### src/rtl/acq_xfer_pkg.sv
package acq_xfer_pkg;
   typedef enum logic [1:0] {
      ST_COLLECT = 2'd0,
      ST_REQUEST = 2'd1,
      ST_DRAIN   = 2'd2
   } xfer_state_e;
endpackage

### src/rtl/acq_tod_counter.sv
module acq_tod_counter #(
   parameter int TS_W = 16
) (
   input  logic            clk,
   input  logic            rst_n,
   input  logic            tick_en,
   output logic [TS_W-1:0] ts_now
);
   always_ff @(posedge clk or negedge rst_n) begin
      if (!rst_n)       ts_now <= '0;
      else if (tick_en) ts_now <= ts_now + 1'b1;
   end
endmodule

### src/rtl/acq_sample_store.sv
module acq_sample_store #(
   parameter int WORD_W = 32,
   parameter int DEPTH  = 64,
   localparam int AW    = $clog2(DEPTH)
) (
   input  logic              clk,
   input  logic              wr_en,
   input  logic [AW-1:0]     wr_addr,
   input  logic [WORD_W-1:0] wr_word,
   input  logic [AW-1:0]     rd_addr,
   output logic [WORD_W-1:0] rd_word
);
   logic [WORD_W-1:0] mem [DEPTH];

   always_ff @(posedge clk) begin
      if (wr_en) mem[wr_addr] <= wr_word;
   end

   assign rd_word = mem[rd_addr];
endmodule

### src/rtl/acq_xfer_seq.sv
module acq_xfer_seq
   import acq_xfer_pkg::*;
#(
   parameter int DEPTH = 64,
   localparam int AW   = $clog2(DEPTH)
) (
   input  logic          clk,
   input  logic          rst_n,
   input  logic          smp_valid,
   input  logic          irq_ack,
   input  logic          out_ready,
   output logic          wr_en,
   output logic [AW-1:0] wr_addr,
   output logic [AW-1:0] rd_addr,
   output logic          irq_req,
   output logic          out_valid,
   output logic          overrun
);
   localparam logic [AW-1:0] LAST = AW'(DEPTH - 1);

   xfer_state_e   state;
   logic [AW-1:0] fill_cnt;
   logic [AW-1:0] rd_cnt;
   logic          ovr_q;

   always_ff @(posedge clk or negedge rst_n) begin
      if (!rst_n) begin
         state    <= ST_COLLECT;
         fill_cnt <= '0;
         rd_cnt   <= '0;
         ovr_q    <= 1'b0;
      end else begin
         case (state)
            ST_COLLECT: begin
               if (smp_valid) begin
                  fill_cnt <= fill_cnt + 1'b1;
                  if (fill_cnt == LAST) state <= ST_REQUEST;
               end
            end
            ST_REQUEST: begin
               if (smp_valid) ovr_q <= 1'b1;
               if (irq_ack)   state <= ST_DRAIN;
            end
            ST_DRAIN: begin
               if (smp_valid) ovr_q <= 1'b1;
               if (out_ready) begin
                  if (rd_cnt == LAST) begin
                     state    <= ST_COLLECT;
                     rd_cnt   <= '0;
                     fill_cnt <= '0;
                  end else begin
                     rd_cnt <= rd_cnt + 1'b1;
                  end
               end
            end
            default: state <= ST_COLLECT;
         endcase
      end
   end

   assign wr_en     = (state == ST_COLLECT) && smp_valid;
   assign wr_addr   = fill_cnt;
   assign rd_addr   = rd_cnt;
   assign irq_req   = (state == ST_REQUEST);
   assign out_valid = (state == ST_DRAIN);
   assign overrun   = ovr_q;
endmodule

### src/rtl/acq_xfer_ctrl.sv
module acq_xfer_ctrl #(
   parameter int SAMPLE_W = 12,
   parameter int CHAN_W   = 4,
   parameter int TS_W     = 16,
   parameter int DEPTH    = 64,
   localparam int WORD_W  = TS_W + CHAN_W + SAMPLE_W,
   localparam int AW      = $clog2(DEPTH)
) (
   input  logic                clk,
   input  logic                rst_n,
   input  logic                tick_en,
   input  logic                smp_valid,
   input  logic [SAMPLE_W-1:0] smp_data,
   input  logic [CHAN_W-1:0]   smp_chan,
   output logic                irq_req,
   input  logic                irq_ack,
   output logic                out_valid,
   input  logic                out_ready,
   output logic [WORD_W-1:0]   out_word,
   output logic                overrun
);
   if (DEPTH < 2 || (1 << AW) != DEPTH) begin : g_bad_depth
      $error("acq_xfer_ctrl: DEPTH must be a power of two of at least 2");
   end
   if (SAMPLE_W < 1 || CHAN_W < 1 || TS_W < 1) begin : g_bad_width
      $error("acq_xfer_ctrl: field widths must be positive");
   end

   logic [TS_W-1:0]   ts_now;
   logic              wr_en;
   logic [AW-1:0]     wr_addr;
   logic [AW-1:0]     rd_addr;
   logic [WORD_W-1:0] wr_word;

   assign wr_word = {ts_now, smp_chan, smp_data};

   acq_tod_counter #(.TS_W(TS_W)) u_tod (
      .clk     (clk),
      .rst_n   (rst_n),
      .tick_en (tick_en),
      .ts_now  (ts_now)
   );

   acq_xfer_seq #(.DEPTH(DEPTH)) u_seq (
      .clk       (clk),
      .rst_n     (rst_n),
      .smp_valid (smp_valid),
      .irq_ack   (irq_ack),
      .out_ready (out_ready),
      .wr_en     (wr_en),
      .wr_addr   (wr_addr),
      .rd_addr   (rd_addr),
      .irq_req   (irq_req),
      .out_valid (out_valid),
      .overrun   (overrun)
   );

   acq_sample_store #(.WORD_W(WORD_W), .DEPTH(DEPTH)) u_store (
      .clk     (clk),
      .wr_en   (wr_en),
      .wr_addr (wr_addr),
      .wr_word (wr_word),
      .rd_addr (rd_addr),
      .rd_word (out_word)
   );
endmodule

### config.mk
export PLATFORM = sky130hd
export DESIGN_NAME = acq_xfer_ctrl
export DESIGN_NICKNAME = d
export VERILOG_FILES = /design/src/rtl/acq_xfer_pkg.sv /design/src/rtl/acq_tod_counter.sv /design/src/rtl/acq_sample_store.sv /design/src/rtl/acq_xfer_seq.sv /design/src/rtl/acq_xfer_ctrl.sv
export SDC_FILE = /design/constraint.sdc
export NUM_CORES = 2
export LEC_CHECK = 0
export ABC_AREA = 0
export BUFFER_PORTS_ARGS = -buffer_cell sky130_fd_sc_hd__buf_2
export CELL_PAD_IN_SITES_DETAIL_PLACEMENT = 0
export CELL_PAD_IN_SITES_GLOBAL_PLACEMENT = 1
export CORE_UTILIZATION = 44
export DETAILED_ROUTE_END_ITERATION = 10
export GPL_ROUTABILITY_DRIVEN = 0
export PLACE_DENSITY = 0.64
export SLEW_MARGIN = 15
export SYNTH_ARGS = -nofsm -noshare
export SYNTH_HDL_FRONTEND = slang
export SYNTH_HIERARCHICAL = 1
export SYNTH_SLANG_ARGS = --single-unit
### constraint.sdc
create_clock -name clk -period 6.25 [get_ports clk]
set_input_delay 0.3125 -clock clk [delete_from_list [all_inputs] [get_ports clk]]
set_output_delay 0.3125 -clock clk [all_outputs]
set_load 0.1 [all_outputs]
* After elaboration in Yosys (flattened, before gate mapping)
Memories as Yosys holds them, arrays and structs flattened. Index checks and enable logic that the tools add are counted.
Storage, ports and cells: memories 1, logic and storage cells 39, RAM bits 2048, input port bits 22, output and inout bits 35, register bits after elaboration 31
Cells by class: add/subtract/negate cells 3, equal/unequal tests 9, mux-type cells 13, reductions and logical operators 8
Memories:
- u_store.mem | words 64, width 32, rd ports 1, clocked after memory_dff 0, wr ports 1, RTL line acq_sample_store.sv:13 | logic [WORD_W-1:0] mem [DEPTH];
Operator list (number):
- $mux 6 | 4
- $add 16x1->16 const B | 1
- $add 6x1->6 const B | 2
- $eq 6x6->1 const B | 2
- $pmux 6 s2 | 1
- $mux 2 | 5
- $ne 2x1->1 const B | 4
- $pmux 2 s3 | 1
- $reduce_and 5->1 | 1
- $reduce_and 2->1 | 2
- $reduce_and 4->1 | 1
- $eq 2x1->1 const B | 1
- $eq 2x2->1 const B | 1
- $logic_not 2->1 | 1
- $mux 1 | 2
- $ne 2x2->1 const B | 1
- $reduce_bool 2->1 | 1
- $reduce_or 2->1 | 1
- $logic_and 1x1->1 | 1

* Longest topological paths before layout
depth after elaboration 4, mapped depth 10, mapped depth without buffers 7

* Hierarchy
The synthesis kept the hierarchy.
By module, submodules not included:
- acq_sample_store | area each 77874.7 sq um, seq. area each 61499.0 sq um, cells an instance 3292, times used 1
- acq_xfer_seq | area each 855.8 sq um, seq. area each 375.4 sq um, cells an instance 84, times used 1
- acq_tod_counter | area each 695.7 sq um, seq. area each 400.4 sq um, cells an instance 56, times used 1

* Worst setup path before layout
No wires, ideal clock.
path type register to output, start point register u_seq.rd_cnt[0] (netlist: u_seq/rd_addr[0]), end point output out_word[17], arrival 3.813 ns, setup slack 2.125 ns, required time 5.938 ns, buffers on the path 5, cell stages (with the launch flop) 11, cell sequence dfrtp_1 -> buf_4 -> buf_6 -> buf_4 -> buf_4 -> buf_4 -> mux2i_1 -> a22oi_1 -> a41o_1 -> o32ai_1 -> nor3_1
Between the ends: word-level cells in the longest chain between the ends 1
RTL lines:
- start: declaration | RTL line acq_xfer_seq.sv:23 | logic [AW-1:0] rd_cnt;
- start signal: assignment | RTL line acq_xfer_seq.sv:52 | rd_cnt <= rd_cnt + 1'b1;
- $mem_v2 64x32
- end: declaration | RTL line acq_xfer_ctrl.sv:19 | output logic [WORD_W-1:0] out_word,
Every way passes these cells.

* Worst setup path in the final report
start point register u_seq.rd_cnt[1] (netlist: u_seq/rd_addr[1]), end point output out_word[18]
The elaborated chain is that of the path after synthesis.

==> flow_metrics.py <==
metrics = {
    "worst_hold_path": {
        "hold_path_end": "u_store/mem[14][7]",
        "min_from": "smp_data[7]",
        "min_path_cells": 1,
        "hold_class": "in2reg",
    },
    "clock_tree": {
        "root_buffer": "clkbuf_16",
        "numCtsBuffers": 207,
        "clock-sinks": 2079,
        "tritoncts": "built",
        "clk_latency_ns": 0.82,
        "clockBufferDepth": 3,
        "cts_max_level": 4,
        "clkSlewWorstSetupHoldPaths_ns": 0.06,
    },
    "die": {
        "core_um2": 178800,
        "die_h_um": 426.9,
        "initial_utilization": 0.4442,
        "row_count": 155,
        "die_w_um": 426.9,
        "io_pins": 57,
        "die_area_um2": 182200,
    },
    "critical_path": {
        "r2r_slack_ns": 2.07,
        "worstPathRequired_ns": 5.94,
        "critical_path_buf_inv_count": 2,
        "worst_path_max_delay_cell": "a31oi_1",
        "path_delay_family": "compound AO/OA/AOI/OAI gates",
        "reg2reg_depth": 8,
        "worstPathArrival_ns": 4.77,
        "timing.rr.start": "u_seq/state[0]",
        "cp-end-kind": "primary output",
        "cp_max_fo": 85,
        "crit_type": "reg2out",
        "r2r_end": "u_store/mem[38][8]",
        "start_kind": "register",
        "max_stage_delay_ns": 0.93,
        "crit_chain": "buf_12 > mux4_2 > mux2i_1 > nand2_1 > a31oi_1 > nor2_1 > buf_2",
    },
    "timing": {
        "rsz0062_at_grt": "no",
        "min_period_ns": 5.084,
        "fin_tns_setup_ns": 0,
        "slew_violations": 0,
        "max_slew_margin": 0.1853,
        "skew_ns": 0.02606,
        "whs_ns": 0.05308,
        "final.period_utilization": 0.8135,
        "worstMarginPinSlew_ns": 1.219,
        "setup_viol": 0,
        "hold_viol": 0,
        "max_freq_ghz": 0.1967,
    },
    "synth": {
        "netlist_instances": 3432,
        "avgSynthCellArea_um2": 23.14,
        "synth_compound_area_frac": 0.01856,
        "synth-seq-cells": 2079,
        "synth_top_family_by_area": "multiplexers",
        "synth-simple-area-share": 0.01630,
        "ys_types": 60,
        "ys.flop_type": "edfxtp_1",
        "netlist_area_um2": 79430,
        "synth.area.mux_share": 0.1665,
        "synth-edff-count": 2048,
        "synth_xor_area_frac": 0.001875,
        "ys_seq_area_frac": 0.7841,
        "synthAdderAreaFrac": 0.001103,
        "ys_warn_count": 6,
        "async_reset_ff_frac": 0.01491,
        "synth_nets": 3461,
    },
    "power_and_ir_drop": {
        "ir_drop_v": 0.0005421,
        "total_power_w": 0.03931,
        "power_leakage_nw": 28.50,
        "power.density_nw_per_um2": 436.9,
    },
    "global_routing": {
        "grt_pass1_wl_um": 290200,
        "track_usage": 0.2302,
        "overflow": 0,
        "grt_pass1_vias": 37560,
        "grt_antenna_before_repair": 10,
        "grt_start_max_net_pins": 131,
    },
    "drt": {
        "viasPerCell": 6.066,
        "routed-via-count": 37500,
        "routed_wl_um": 207500,
        "ant_nets": 0,
        "dr.pass1.iters": 5,
        "wire_per_inst_um": 33.57,
        "drt_iter0_drc": 4693,
        "drc": 0,
    },
    "placed_design": {
        "dp.final_hpwl_um": 112700,
        "io_buffers": 56,
    },
    "finish": {
        "final_common_cell": "edfxtp_1",
        "drive_gt1_frac": 0.2918,
        "most-common-layout-cells": "edfxtp_1, mux4_2, clkbuf_16",
        "fin_nets": 3693,
        "syn2layout_area_growth_pct": 13.29,
    },
    "run": {
        "drv_cap": 0,
    },
    "outcome": {
        "status": "finished, final reports clean",
    },
}
-- final cells by class --
class / instances / area [um^2]
tap: 2355 / 2947
clock buffer: 272 / 5645
sequential: 2079 / 62310
multi-input combinational: 1162 / 16720
clock inverter: 94 / 679.4
antenna: 7 / 17.52
timing repair buffer: 207 / 1632
inverter: 7 / 26.28
fill: 14030 / 88830
-- Yosys cell counts, drive strengths merged (5+ instances only) --
library cell / count / area, um^2
mux4: 544 / 12250
a22oi: 13 / 97.59
xnor2: 11 / 96.34
o221ai: 27 / 236.5
dfrtp: 31 / 775.7
a21oi: 64 / 320.3
nand3: 14 / 75.07
inv: 7 / 26.28
o22ai: 84 / 525.5
xor2: 6 / 52.55
nand4: 10 / 77.57
ha: 7 / 87.58
nand3b: 5 / 37.54
or3b: 5 / 43.80
a311oi: 8 / 70.07
nand2: 41 / 153.9
nor2b: 18 / 112.6
and3: 5 / 31.28
mux2i: 94 / 940.9
buf: 108 / 608.1
nor2: 141 / 529.3
nor3: 9 / 55.05
nand2b: 8 / 50.05
clkbuf: 76 / 285.3
edfxtp: 2048 / 61500
-- cells by family after synthesis --
| logic type | after synthesis |
|---|---|
| adders and majority gates | 7 |
| buffers and inverters | 191 |
| and+or+nand+nor | 274 |
| AOI/OAI and AO/OA | 223 |
| xor gates and xnor gates | 17 |
| muxes | 641 |
| DFF | 2079 |
-- report_power, final --
part	total, W	internal, W	switching [W]
Sequential	0.0164	0.0160	0.000454
Clock	0.0117	0.00666	0.00507
Combinational	0.0112	0.00414	0.00702
Total	0.0393	0.0268	0.0125
-- how the worst max path moves through the flow --
stage / from / endpoint / cells after the start / slack (ns)
2_1_floorplan: u_seq/rd_addr[0] / out_word[17] / 10 / 2.12
3_3_place_gp: u_seq/rd_addr[0] / out_word[31] / 6 / 1.96
3_5_place_dp: u_seq/rd_addr[0] / out_word[31] / 6 / 1.93
4_1_cts: u_seq/rd_addr[0] / out_word[31] / 6 / 1.03
5_1_grt: u_seq/rd_addr[0] / out_word[0] / 7 / 0.94
6_report: u_seq/rd_addr[1] / out_word[18] / 7 / 1.17
-- routing by layer --
| layer | global-route usage | routed length, um | vias to the layer above |
|---|---|---|---|
| met5 | 0 | 23 | - |
| met4 | 0.06601 | 5716 | 4 |
| met3 | 0.04598 | 16630 | 275 |
| met2 | 0.3662 | 100500 | 1548 |
| met1 | 0.3244 | 84710 | 20530 |
| li1 | - | - | 15150 |
-- sequential cells by signal, summed over array words and instances, names as in the netlist --
register,flops
u_store/mem,2048
u_tod/ts_now,16
u_seq/rd_addr,6
u_seq/wr_addr,6
u_seq/state,2
u_seq/overrun,1
-- worst reg2reg max path: stages (launching register included) --
cell     delay, ns
dfrtp_1       0.40
inv_1         0.11
ha_1          0.30
nand2_1       0.13
inv_1         0.21
nor2b_1       0.28
nand3_1       0.73
nor2_4        1.22
buf_4         0.46
-- through the flow --
stage | utilization | cells | setup WS [ns] | instance area [um^2]
after floorplan | - | 3432 | 2.125 | 79430
after global placement | 0.4668 | 5801 | 1.960 | 83480
after detailed placement | 0.4671 | 5803 | 1.935 | 83520
after CTS | 0.5027 | 6174 | 1.029 | 89890
after global routing | 0.5031 | 6178 | 0.9367 | 89970
final | 0.5032 | 6183 | 1.166 | 89980
-- timing repair --
item / 4_1_cts / 5_1_grt
endpoints found under the setup margin: 0 / 0
hold buffers: 5 / 0
buffers inserted: 0 / 0
hold endpoints to repair: 41 / 0
resized for setup: 0 / 0
Note: power is estimated with default switching activity, not from simulation.
